===== src/rtl/sinc3_pkg.sv =====
package sinc3_pkg;
  localparam int ORDER = 3;

  typedef struct packed {
    logic load;
    logic emit;
  } strobe_t;
endpackage


===== src/rtl/sinc3_ctrl.sv =====
module sinc3_ctrl
  import sinc3_pkg::*;
#(
  parameter int RATIO = 256
) (
  input  logic    clk,
  input  logic    rst,
  output strobe_t strb
);
  localparam int CW = $clog2(RATIO);
  localparam int FW = $clog2(ORDER + 1);
  localparam logic [CW-1:0] LAST = CW'(RATIO - 1);
  localparam logic [FW-1:0] FILL = FW'(ORDER);

  logic [CW-1:0] count;
  logic [FW-1:0] fillCnt;
  logic          atLast;

  assign atLast    = (count == LAST);
  assign strb.load = atLast;
  assign strb.emit = atLast && (fillCnt == FILL);

  always_ff @(posedge clk) begin
    if (rst) begin
      count   <= '0;
      fillCnt <= '0;
    end else begin
      count <= atLast ? '0 : count + 1'b1;
      if (atLast && fillCnt != FILL) fillCnt <= fillCnt + 1'b1;
    end
  end


  wrap_chk: assert property (@(posedge clk) disable iff (rst)
    (count == LAST) |=> (count == '0));
endmodule


===== src/rtl/sinc3_datapath.sv =====
module sinc3_datapath
  import sinc3_pkg::*;
#(
  parameter int RATIO = 256,
  parameter int OUTW  = 16
) (
  input  logic            clk,
  input  logic            rst,
  input  logic            bitIn,
  input  strobe_t         strb,
  output logic [OUTW-1:0] wordOut,
  output logic            validOut
);
  localparam int LOG2R = $clog2(RATIO);
  localparam int ACCW  = 1 + ORDER * LOG2R;
  localparam int SHIFT = ACCW - 1 - OUTW;
  localparam logic [ACCW-1:0] SATLIM = {1'b0, {(ACCW-1){1'b1}}};

  logic [ORDER-1:0][ACCW-1:0] integ;
  logic [ORDER-1:0][ACCW-1:0] addend;
  logic [ORDER-1:0][ACCW-1:0] dly;
  logic [ORDER:0][ACCW-1:0]   cv;
  logic [ACCW-1:0]            combOut;
  logic                       sat;
  logic [OUTW-1:0]            scaled;

  always_comb begin
    addend[0] = {{(ACCW-1){1'b0}}, bitIn};
    for (int k = 1; k < ORDER; k++) addend[k] = integ[k-1];
  end

  always_comb begin
    cv[0] = integ[ORDER-1];
    for (int k = 0; k < ORDER; k++) cv[k+1] = cv[k] - dly[k];
  end

  assign combOut = cv[ORDER];
  assign sat     = combOut > SATLIM;
  assign scaled  = sat ? {OUTW{1'b1}} : combOut[ACCW-2:SHIFT];

  always_ff @(posedge clk) begin
    if (rst) begin
      integ    <= '0;
      dly      <= '0;
      wordOut  <= '0;
      validOut <= 1'b0;
    end else begin
      for (int k = 0; k < ORDER; k++) integ[k] <= integ[k] + addend[k];
      validOut <= strb.emit;
      if (strb.load) begin
        for (int k = 0; k < ORDER; k++) dly[k] <= cv[k];
      end
      if (strb.emit) wordOut <= scaled;
    end
  end


  sat_chk: assert property (@(posedge clk) disable iff (rst)
    (strb.emit && combOut[ACCW-1]) |=> (wordOut == {OUTW{1'b1}}));


  valid_single_chk: assert property (@(posedge clk) disable iff (rst)
    validOut |=> !validOut);


  valid_src_chk: assert property (@(posedge clk) disable iff (rst)
    validOut |-> $past(strb.load));
endmodule


===== src/rtl/sinc3_decimator.sv =====
module sinc3_decimator
  import sinc3_pkg::*;
#(
  parameter int RATIO = 256,
  parameter int OUTW  = 16
) (
  input  logic            clk,
  input  logic            rst,
  input  logic            bitIn,
  output logic [OUTW-1:0] wordOut,
  output logic            wordValid
);
  strobe_t strb;

  sinc3_ctrl #(.RATIO(RATIO)) ctrl_i (
    .clk  (clk),
    .rst  (rst),
    .strb (strb)
  );

  sinc3_datapath #(.RATIO(RATIO), .OUTW(OUTW)) dp_i (
    .clk      (clk),
    .rst      (rst),
    .bitIn    (bitIn),
    .strb     (strb),
    .wordOut  (wordOut),
    .validOut (wordValid)
  );
endmodule


===== config.mk =====
export PLATFORM = sky130hd
export DESIGN_NAME = sinc3_decimator
export DESIGN_NICKNAME = d
export VERILOG_FILES = /design/src/rtl/sinc3_pkg.sv /design/src/rtl/sinc3_ctrl.sv /design/src/rtl/sinc3_datapath.sv /design/src/rtl/sinc3_decimator.sv
export SDC_FILE = /design/constraint.sdc
export NUM_CORES = 1
export LEC_CHECK = 0
export CAP_MARGIN = 20
export CORE_MARGIN = 2
export CORE_UTILIZATION = 35
export CTS_CLUSTER_DIAMETER = 150
export CTS_CLUSTER_SIZE = 20
export DETAILED_ROUTE_END_ITERATION = 8
export PLACE_DENSITY = 0.47
export SYNTH_ARGS = -nofsm -noshare
export SYNTH_HDL_FRONTEND = slang
export SYNTH_SLANG_ARGS = --single-unit

===== constraint.sdc =====
create_clock -name clk -period 10.04 [get_ports clk]
set_clock_uncertainty 0.1 [all_clocks]
set_input_delay 2.008 -clock clk [delete_from_list [all_inputs] [get_ports clk]]
set_output_delay 2.008 -clock clk [all_outputs]
set_load 0.005 [all_outputs]

=== Yosys cells after proc, flatten, opt, wreduce, memory -nomap -nowiden ===
Index checks and enable logic that the tools add are counted.

* Add/sub/neg operators: 8
* Magnitude comparators: 1
* Equal/unequal tests: 3
* Mux-type cells: 1
* Reduce and logical (&&, ||, !) cells: 3

{| class="wikitable"
|+ Operators with widths
! cell !! number
|-
| 25-bit subtractor || 3
|-
| 25-bit adder || 2
|-
| 25-bit by 1-bit adder with 25-bit output || 1
|-
| 25-bit by 24-bit > comparator with 1-bit output, second input constant || 1
|-
| 16-bit 2-to-1 mux || 1
|-
| 8-bit by 1-bit adder with 8-bit output, second input constant || 1
|-
| 8-bit == test, second input constant || 1
|-
| 2-bit by 1-bit adder with 2-bit output, second input constant || 1
|-
| 2-bit == test, second input constant || 1
|-
| 1-bit logical AND || 2
|-
| 2-bit inequality test, second input constant || 1
|-
| 2-bit OR reduction || 1
|}

* Register bits after elaboration: 177
* Input bits: 3
* Output and inout bits: 17
* Logic and storage cells: 26

=== Depth between registers and ports, before layout ===
Gate-level depths: netlist of the first run.

* Depth after elaboration: 5
* Depth in mapped cells: 29
* Mapped depth without buffers: 28

=== Modules after synthesis ===
A second synthesis of the first run with hierarchy kept.

* Cells, all modules: 1,401
* Area, all modules: 11,747.5 um2

{| class="wikitable"
|+ Modules (own cells, without submodules)
! module !! instances !! cells each !! area each (um2) !! seq. area each (um2)
|-
| sinc3_datapath || 1 || 1,351 || 11,287.1 || 3,343.2
|-
| sinc3_ctrl || 1 || 50 || 460.4 || 200.2
|}

=== Worst setup path after synthesis of the first run ===
No wires, ideal clock.

* Path kind: reg-to-reg
* From: register dp_i.integ, in the netlist dp_i.cv[0]
* To: register dp_i.wordOut[10]
* Library setup time: 0.088 ns
* Data arrival time: 5.649 ns
* Data required time: 9.852 ns
* Path slack: 4.202 ns
* Cell stages (with the launch flop): 27
* Buffers on the path: 1
* Period minus slack after synthesis: 5.838 ns
* Cell sequence: dfxtp_1 > inv_1 > ha_1 > inv_1 > fa_1 > a211oi_1 > o211ai_1 > and3_1 > o31a_1 > o31a_1 > a21oi_1 > ha_1 > a21oi_1 > nor2b_1 > a2111oi_1 > nor2_1 > a41oi_1 > xnor2_1 > ha_1 > and4_1 > a221oi_2 > a21oi_2 > a21o_1 > a21oi_2 > xnor3_2 > buf_6 > a311oi_2

{| class="wikitable"
|+ RTL lines
! element !! RTL line !! source
|-
| from (decl) || sinc3_datapath.sv:19 || <nowiki>logic [ORDER-1:0][ACCW-1:0] integ;</nowiki>
|-
| from (signal assigned) || sinc3_datapath.sv:43 || <nowiki>integ <= '0;</nowiki>
|-
| to (signal assigned) || sinc3_datapath.sv:53 || <nowiki>if (strb.emit) wordOut <= scaled;</nowiki>
|-
| to (decl) || sinc3_datapath.sv:11 || <nowiki>output logic [OUTW-1:0] wordOut,</nowiki>
|}

==> results of run 1 <==
where the power goes:
group          internal, uW  switching [uW]
registers               707            5.97
logic                   750            1020
clock network           367             306
per-layer routing:
layer  wire, um  vias up  part of all wire, %  track usage (%)
li1           -     4901                    -                -
met1      11600     3907                   51             17.9
met2      10300       60                   46             24.2
met3        391       21                  1.7             2.04
met4        298        0                  1.3             4.22
met5          0        -                    0                0
placed cells by master, fill, tap and decap left out, types with 12 or more instances in the layout:
cell / count
nor2b_1: 24
nor3_1: 28
a21oi_1: 148
xor2_1: 49
clkdlybuf4s50_1: 18
o21ai_0: 50
o21a_1: 14
a21o_1: 32
nand2b_1: 17
ha_1: 124
inv_1: 107
a211oi_1: 20
or3_1: 12
and3_1: 13
a31oi_1: 15
nor2_1: 131
o21bai_1: 16
xnor2_1: 66
dfxtp_1: 177
nand3_1: 26
clkbuf_16: 17
nand2_1: 180
per-stage QoR:
step,hold slack [ns],setup slack [ns],instances
6_report,0.353,3.56,1824
4_1_cts,0.355,3.50,1824
2_1_floorplan,0.336,4.20,1411
3_5_place_dp,0.346,3.52,1792
3_3_place_gp,0.341,3.56,1791
5_1_grt,0.374,3.07,1824
logic make-up after synthesis:
| family | count (synthesis) | share of synthesized area, % |
|---|---|---|
| AO/OA/AOI/OAI | 366 | 21.0 |
| XOR/XNOR | 117 | 9.29 |
| adder cells (fa/ha/maj) | 129 | 14.6 |
| buffers and inverters | 151 | 5.08 |
| flip-flops | 177 | 31.2 |
| multiplexers | 2 | 0.188 |
| AND/OR/NAND/NOR | 469 | 18.7 |
worst paths after layout:
path                     end  slack, ns  cells past startpoint
max          dp_i.wordOut[2]       3.56                     25
min             dp_i.dly[69]       0.35                      2
max reg2reg  dp_i.wordOut[2]       3.56                     25
min reg2reg     dp_i.dly[69]       0.35                      2
area by class of cell:
| type | count | area (um^2) | share of cell area (%) |
|---|---|---|---|
| clock buffer | 20 | 467 | 3.73 |
| timing repair buffer | 23 | 241 | 1.93 |
| multi-input combinational | 1083 | 7230 | 57.8 |
| sequential | 177 | 3540 | 28.3 |
| clock inverter | 12 | 123 | 0.980 |
| inverter | 107 | 402 | 3.21 |
| tap | 402 | 503 | 4.02 |
state kept, by name (all words and copies together) (netlist names):
register,cells
ctrl_i.count,8
ctrl_i.fillCnt,2
dp_i.addend,50
dp_i.cv,25
dp_i.dly,75
dp_i.validOut,1
dp_i.wordOut,16
worst reg2reg max path, delay by kind of cell (launching register included):
kind,cells,cell delay (ns)
adders and majority gates,4,1.20
buffers and inverters,2,0.12
DFF,1,0.33
AOI/OAI and AO/OA,13,3.28
xor gates and xnor gates,2,0.71
and+or+nand+nor,4,0.66
==> out/qor.yml, run 1 <==
grt_pass1_wl_um: 39100
die_y_um: 184
drive_gt1_share_pct: 4.64
hp-start: "dp_i.dly[69]"
final_nets: 1541
rr_startpoint: "dp_i.cv[0]"
total_power_uw: 3160
routedWlPerCell_um: 12.4
start_util_pct: 35.8
netlist_area_um2: 11300
slew_viol_final: 0
synthTopCellsByArea: "dfxtp_1, ha_1, a21oi_1"
synthToLayoutAreaGrowth_pct: 10.3
cap_viol_max_count: 0
synth_edf_count: 0
cts-buffers-inserted: 17
wl_um: 22600
p_leak_uw: 0.00490
antenna_cells: 0
synth_top_area_share_pct: 31.2
critPathMaxFanout: 16
cpMostUsedCell: "ha_1"
synth_common_cells: "nand2_1, dfxtp_1, a21oi_1, nor2_1, ha_1"
cts_tree: "built"
synthArstFlopShare_pct: 0
clock-sinks: 177
ctsResizeCount: 0
antenna_found_initial: 0
end_kind: "flip-flop"
critPathTopFamily: "compound AO/OA/AOI/OAI gates"
clkTransAtPathRegs_ns: 0.07
die_w_um: 184
crit_start: "dp_i.cv[0]"
tightest_slew_ns: 0.964
syn-num-nets: 1543
ys.flop_type: "dfxtp_1"
fmax_mhz: 154
stdcell_area_um2: 12500
vdd_drop_max_uv: 169
via_per_inst: 4.87
detailed_place_hpwl_um: 15900
path_buf_inv: 2
htreeDepth: 4
overflow: 0
yosysMostFrequentCell: "nand2_1"
ys_ff_latch: 177
drt_pass1_iterations: 4
core-area_um2: 31700
seq_area_frac_synth_pct: 31.2
holdCritPathClass: "reg -> reg"
placed_area_um2: 11900
cts_hold_buf: 0
post-route-period-util_pct: 64.5
post_cts_buffers: 0
setup_viol: 0
yosys_warnings: 0
slowest_delay_ns: 0.53
setup_tns_ns: 0
vias: 8889
num_io_pins: 20
critical_path_required_ns: 10.28
final_core_util_pct: 39.4
rows: 65
antenna_left: 0
syn_inst: 1411
port_buffers: 19
power_density_nw_per_um2: 253
clk_latency_ns: 0.44
rsz0062_at_grt: "no"
drc: 0
synth.distinct_cells: 71
gp_congestion: 0.799
syn_avg_cell_area_um2: 8.04
slowest_stage: "xnor3_2"
drt-initial-drc-count: 340
die-area_um2: 33900
nFillCells: 3281
hold_violations: 0
period_needed_ns: 6.48
crit_type: "reg -> reg"
synth.largest_area_cell: "dfxtp_1"
max_slew_margin_pct: 35.8
grt.total_usage_pct: 13.9
grt_pass1_vias: 8349
worst_setup_path_start_kind: "flip-flop"
cts_buffer_depth: 2
cts-root-buf: "clkbuf_16"
grt_max_degree: 102
status: "complete, no violations"
critPathArrivalTime_ns: 6.72
Note: power is estimated with default switching activity, not from simulation.
==> run 2: changes to the inputs <==
==> constraint.sdc (replaced) <==
create_clock -name clk -period 6.5 [get_ports clk]
set_clock_uncertainty 0.1 [all_clocks]
set_input_delay 1.3 -clock clk [delete_from_list [all_inputs] [get_ports clk]]
set_output_delay 1.3 -clock clk [all_outputs]
set_load 0.005 [all_outputs]
==> out/qor.yml, run 2 (synthesis results as in run 1) <==
status: "complete, no violations"
routedWlPerCell_um: 12.5
p_sw_share_pct: 42.3
clk_latency_ns: 0.44
die_w_um: 184
period_needed_ns: 6.16
rsz0062_at_grt: "no"
grt.total_usage_pct: 14.2
vias: 8973
drt-initial-drc-count: 375
p_leak_uw: 0.00495
start_util_pct: 35.8
drt_pass1_iterations: 4
hold_violations: 0
slew_viol_final: 0
power.net_switching_uw: 2150
grt_pass1_wl_um: 39800
critical_path_required_ns: 6.74
cts_buffer_depth: 2
final_common_cell: "nand2_1"
antenna_cells: 0
p_int_uw: 2940
end_kind: "flip-flop"
detailed_place_hpwl_um: 16100
drive_gt1_share_pct: 6.35
antenna_left: 0
die_y_um: 184
setup_viol: 0
multi_input_area_um2: 7340
cts-root-buf: "clkbuf_16"
cts-buffers-inserted: 17
final_core_util_pct: 39.9
power_density_nw_per_um2: 402
vdd_drop_max_uv: 325
clock-sinks: 177
fmax_mhz: 162
critPathMaxFanout: 8
grt_max_degree: 111
critPathArrivalTime_ns: 6.40
tightest_slew_ns: 0.944
pwr-share-seq_pct: 21.6
overflow: 0
final_nets: 1552
wl_um: 22900
port_buffers: 19
clkTransAtPathRegs_ns: 0.07
largest_reg_flops: 75
crit_type: "reg -> reg"
gp_congestion: 0.797
nFillCells: 3264
num_io_pins: 20
via_per_inst: 4.89
rows: 65
antenna_found_initial: 0
combPwrFrac_pct: 58.8
core-area_um2: 31700
post-route-period-util_pct: 94.7
die-area_um2: 33900
cap_viol_max_count: 0
setup_tns_ns: 0
grt_pass1_vias: 8544
cts_tree: "built"
regArea_um2: 3540
htreeDepth: 4
drc: 0
holdCritPathClass: "reg -> reg"
cts_hold_buf: 0
clkPwrFrac_pct: 19.6
largest_register: "dp_i.dly"
synthToLayoutAreaGrowth_pct: 11.7
worst_setup_path_start_kind: "flip-flop"
max_slew_margin_pct: 37.1
final_cell_mix: "nand2_1, dfxtp_1, a21oi_1"
[run 2: cell types whose count changed in the layout (fill, tap and decap cells not counted), sizes merged]
cell      previous run  this run
buf                  5        15
clkinv               4         2
inv                111       109
clkinvlp             3         7
xnor3                2         3
clkbuf              20        19
[run 2: layout make-up]
class	count	share of cell area (%)
clock buffer	19	3.58
sequential	177	28.0
multi-input combinational	1084	57.9
tap	402	3.97
clock inverter	12	0.869
timing repair buffer	33	2.50
inverter	107	3.17
[run 2: layer usage]
layer	wire, um	part of all wire (%)	GRT usage (%)
met1	11700	51	18.5
met2	10500	46	23.9
met4	301	1.3	4.58
met5	0	0	0
met3	371	1.6	2.42
[run 2: critical path: stages, from the launching register on]
cell and delay [ns]:
dfxtp_1 0.33, inv_1 0.06, ha_1 0.16, inv_1 0.06, fa_1 0.40, a211oi_2 0.23
o211ai_1 0.16, and3_1 0.24, o31a_1 0.29, o31a_1 0.28, a21oi_2 0.20, ha_4 0.25
o211a_1 0.26, a2111oi_2 0.36, buf_4 0.17, nor2_1 0.05, a41oi_1 0.25, xnor2_1 0.13
ha_1 0.35, and4_1 0.22, a221oi_2 0.29, a21oi_2 0.11, a21o_1 0.20, a21oi_2 0.14
buf_4 0.13, xnor3_2 0.37, a311oi_2 0.26
[run 2: final timing paths]
| check | slack, ns | from | cells after the start | end |
|---|---|---|---|---|
| setup reg to reg | 0.34 | dp_i.cv[0] | 26 | dp_i.wordOut[10] |
| setup / recovery | 0.34 | dp_i.cv[0] | 26 | dp_i.wordOut[10] |
| hold / removal | 0.35 | dp_i.dly[21] | 2 | dp_i.dly[21] |
| hold reg to reg | 0.35 | dp_i.dly[21] | 2 | dp_i.dly[21] |
[run 2: through the flow]
stage                     setup WS [ns]  hold WS [ns]  instance area [um^2]  total power (uW)  instances
after floorplan                   0.662         0.336                 11300              3440       1411
after global placement            0.128         0.341                 11900              3930       1797
after detailed placement         0.0187         0.346                 12000              3940       1798
after CTS                        0.0566         0.356                 12500              4970       1829
after global routing            0.00829         0.370                 12700              5530       1834
final                             0.344         0.353                 12700              5090       1834
[run 2: power by group through the flow]
stage          sequential [uW]  clock [uW]  combinational (uW)
6_report                  1100         998                3000
2_1_floorplan             1120           0                2320
4_1_cts                   1100        1040                2830
3_5_place_dp              1130           0                2810
3_3_place_gp              1130           0                2810
5_1_grt                   1100        1080                3350
[run 2: repair_timing]
item                                   CTS  global route
gates resized for setup                  1            15
pin swaps                                1             6
gates cloned                             0             1
buffers inserted                         0             4
endpoints found under the hold margin    0             0
setup endpoints to repair                1            16
==> run 3: changes to the inputs <==
--- a/config.mk
+++ b/config.mk
@@ -5,13 +5,13 @@
 export SDC_FILE = /design/constraint.sdc
 export NUM_CORES = 1
 export LEC_CHECK = 0
-export CAP_MARGIN = 20
+export CAP_MARGIN = 40
 export CORE_MARGIN = 2
 export CORE_UTILIZATION = 35
 export CTS_CLUSTER_DIAMETER = 150
-export CTS_CLUSTER_SIZE = 20
 export DETAILED_ROUTE_END_ITERATION = 8
 export PLACE_DENSITY = 0.47
+export SKIP_LAST_GASP = 1
 export SYNTH_ARGS = -nofsm -noshare
 export SYNTH_HDL_FRONTEND = slang
 export SYNTH_SLANG_ARGS = --single-unit
==> out/qor.yml, run 3 (synthesis results as in run 1) <==
status: "complete, no violations"
core-area_um2: 31700
cts_tree: "built"
hold_violations: 0
clkTransAtPathRegs_ns: 0.07
fmax_mhz: 163
cts_buffer_depth: 2
final_common_cell: "nand2_1"
slew_viol_final: 0
topRoutingLayerUsed: "met4"
htreeDepth: 4
holdCritPathClass: "reg -> reg"
largest_reg_flops: 75
crit_type: "reg -> reg"
die-area_um2: 33900
antenna_left: 0
antenna_found_initial: 0
drt_pass1_iterations: 4
max_slew_margin_pct: 45.5
grt_max_degree: 85
num_io_pins: 20
setup_viol: 0
die_y_um: 184
end_kind: "flip-flop"
gp_congestion: 0.797
cap_viol_max_count: 0
critical_path_required_ns: 6.75
antenna_cells: 0
vias: 8990
setup_tns_ns: 0
setup_ws_ns: 0.359
via_per_inst: 4.89
wl_met2_um: 10600
r2r_setup_slack_ns: 0.36
drive_gt1_share_pct: 6.54
die_w_um: 184
slowest_stage: "fa_1"
period_needed_ns: 6.14
largest_register: "dp_i.dly"
grt_pass1_vias: 8493
cts_hold_buf: 0
vdd_drop_max_uv: 294
grt_pass1_wl_um: 40000
slowest_delay_ns: 0.40
tightest_slew_ns: 0.818
start_util_pct: 35.8
worst_setup_path_start_kind: "flip-flop"
cts-buffers-inserted: 17
cpMostUsedCell: "a21oi_2"
critPathArrivalTime_ns: 6.39
routedWlPerCell_um: 12.6
synthToLayoutAreaGrowth_pct: 12.6
final_nets: 1557
post-route-period-util_pct: 94.5
reg2reg_depth: 26
wl_met3_um: 367
power_density_nw_per_um2: 404
grt.total_usage_pct: 14.3
clk_latency_ns: 0.44
hold_depth: 2
p_leak_uw: 0.00501
port_buffers: 19
cts-root-buf: "clkbuf_16"
overflow: 0
drt-initial-drc-count: 413
wl_met1_um: 11900
critPathMaxFanout: 8
drc: 0
final_cell_mix: "nand2_1, dfxtp_1, a21oi_1"
detailed_place_hpwl_um: 16500
post-place-ws_ns: 0.0291
rows: 65
clock-sinks: 177
wl_um: 23200
## run 3: final timing paths
path	from	to
worst min register to register	dp_i.dly[35]	dp_i.dly[35]
worst min-delay path	dp_i.dly[35]	dp_i.dly[35]
worst max-delay path	dp_i.cv[0]	dp_i.wordOut[11]
worst max register to register	dp_i.cv[0]	dp_i.wordOut[11]
## run 3: power breakdown
group	switching [uW]	total (uW)	internal (uW)
registers	8.26	1100	1090
clock network	458	1030	573
logic	1700	3030	1330
## run 3: area by class of cell
class	instances	area, um^2
clock buffer	18	439
clock inverter	13	138
fill	3247	19000
inverter	107	402
multi-input combinational	1084	7340
sequential	177	3540
tap	402	503
timing repair buffer	38	407
## run 3: metal layers
layer	vias up	global-route usage (%)
met5	-	0
met2	53	24.3
met4	0	4.32
met1	3988	18.6
met3	18	2.44
li1	4931	-
## run 3: critical path: cells and delay by family, from the launching register on
kind / cells / cell delay [ns]
DFF: 1 / 0.33
and+or+nand+nor: 2 / 0.58
xor gates and xnor gates: 2 / 0.55
adders and majority gates: 4 / 1.15
AOI/OAI and AO/OA: 15 / 3.08
buffers and inverters: 3 / 0.24
## run 3: what timing repair did
item                       4_1_cts  5_1_grt
setup endpoints to repair        0       16
buffers inserted                 0        6
gates resized for setup          0       14
## run 3: through the flow
step | hold WS, ns | cell area, um^2 | power, uW | util, % | std cells
floorplan | 0.336 | 11300 | 3440 | - | 1411
global placement | 0.341 | 11900 | 3930 | 37.6 | 1797
detailed placement | 0.346 | 12000 | 3940 | 38.0 | 1801
CTS | 0.357 | 12600 | 4990 | 39.8 | 1832
global route | 0.371 | 12800 | 5610 | 40.3 | 1839
finish | 0.352 | 12800 | 5160 | 40.3 | 1839
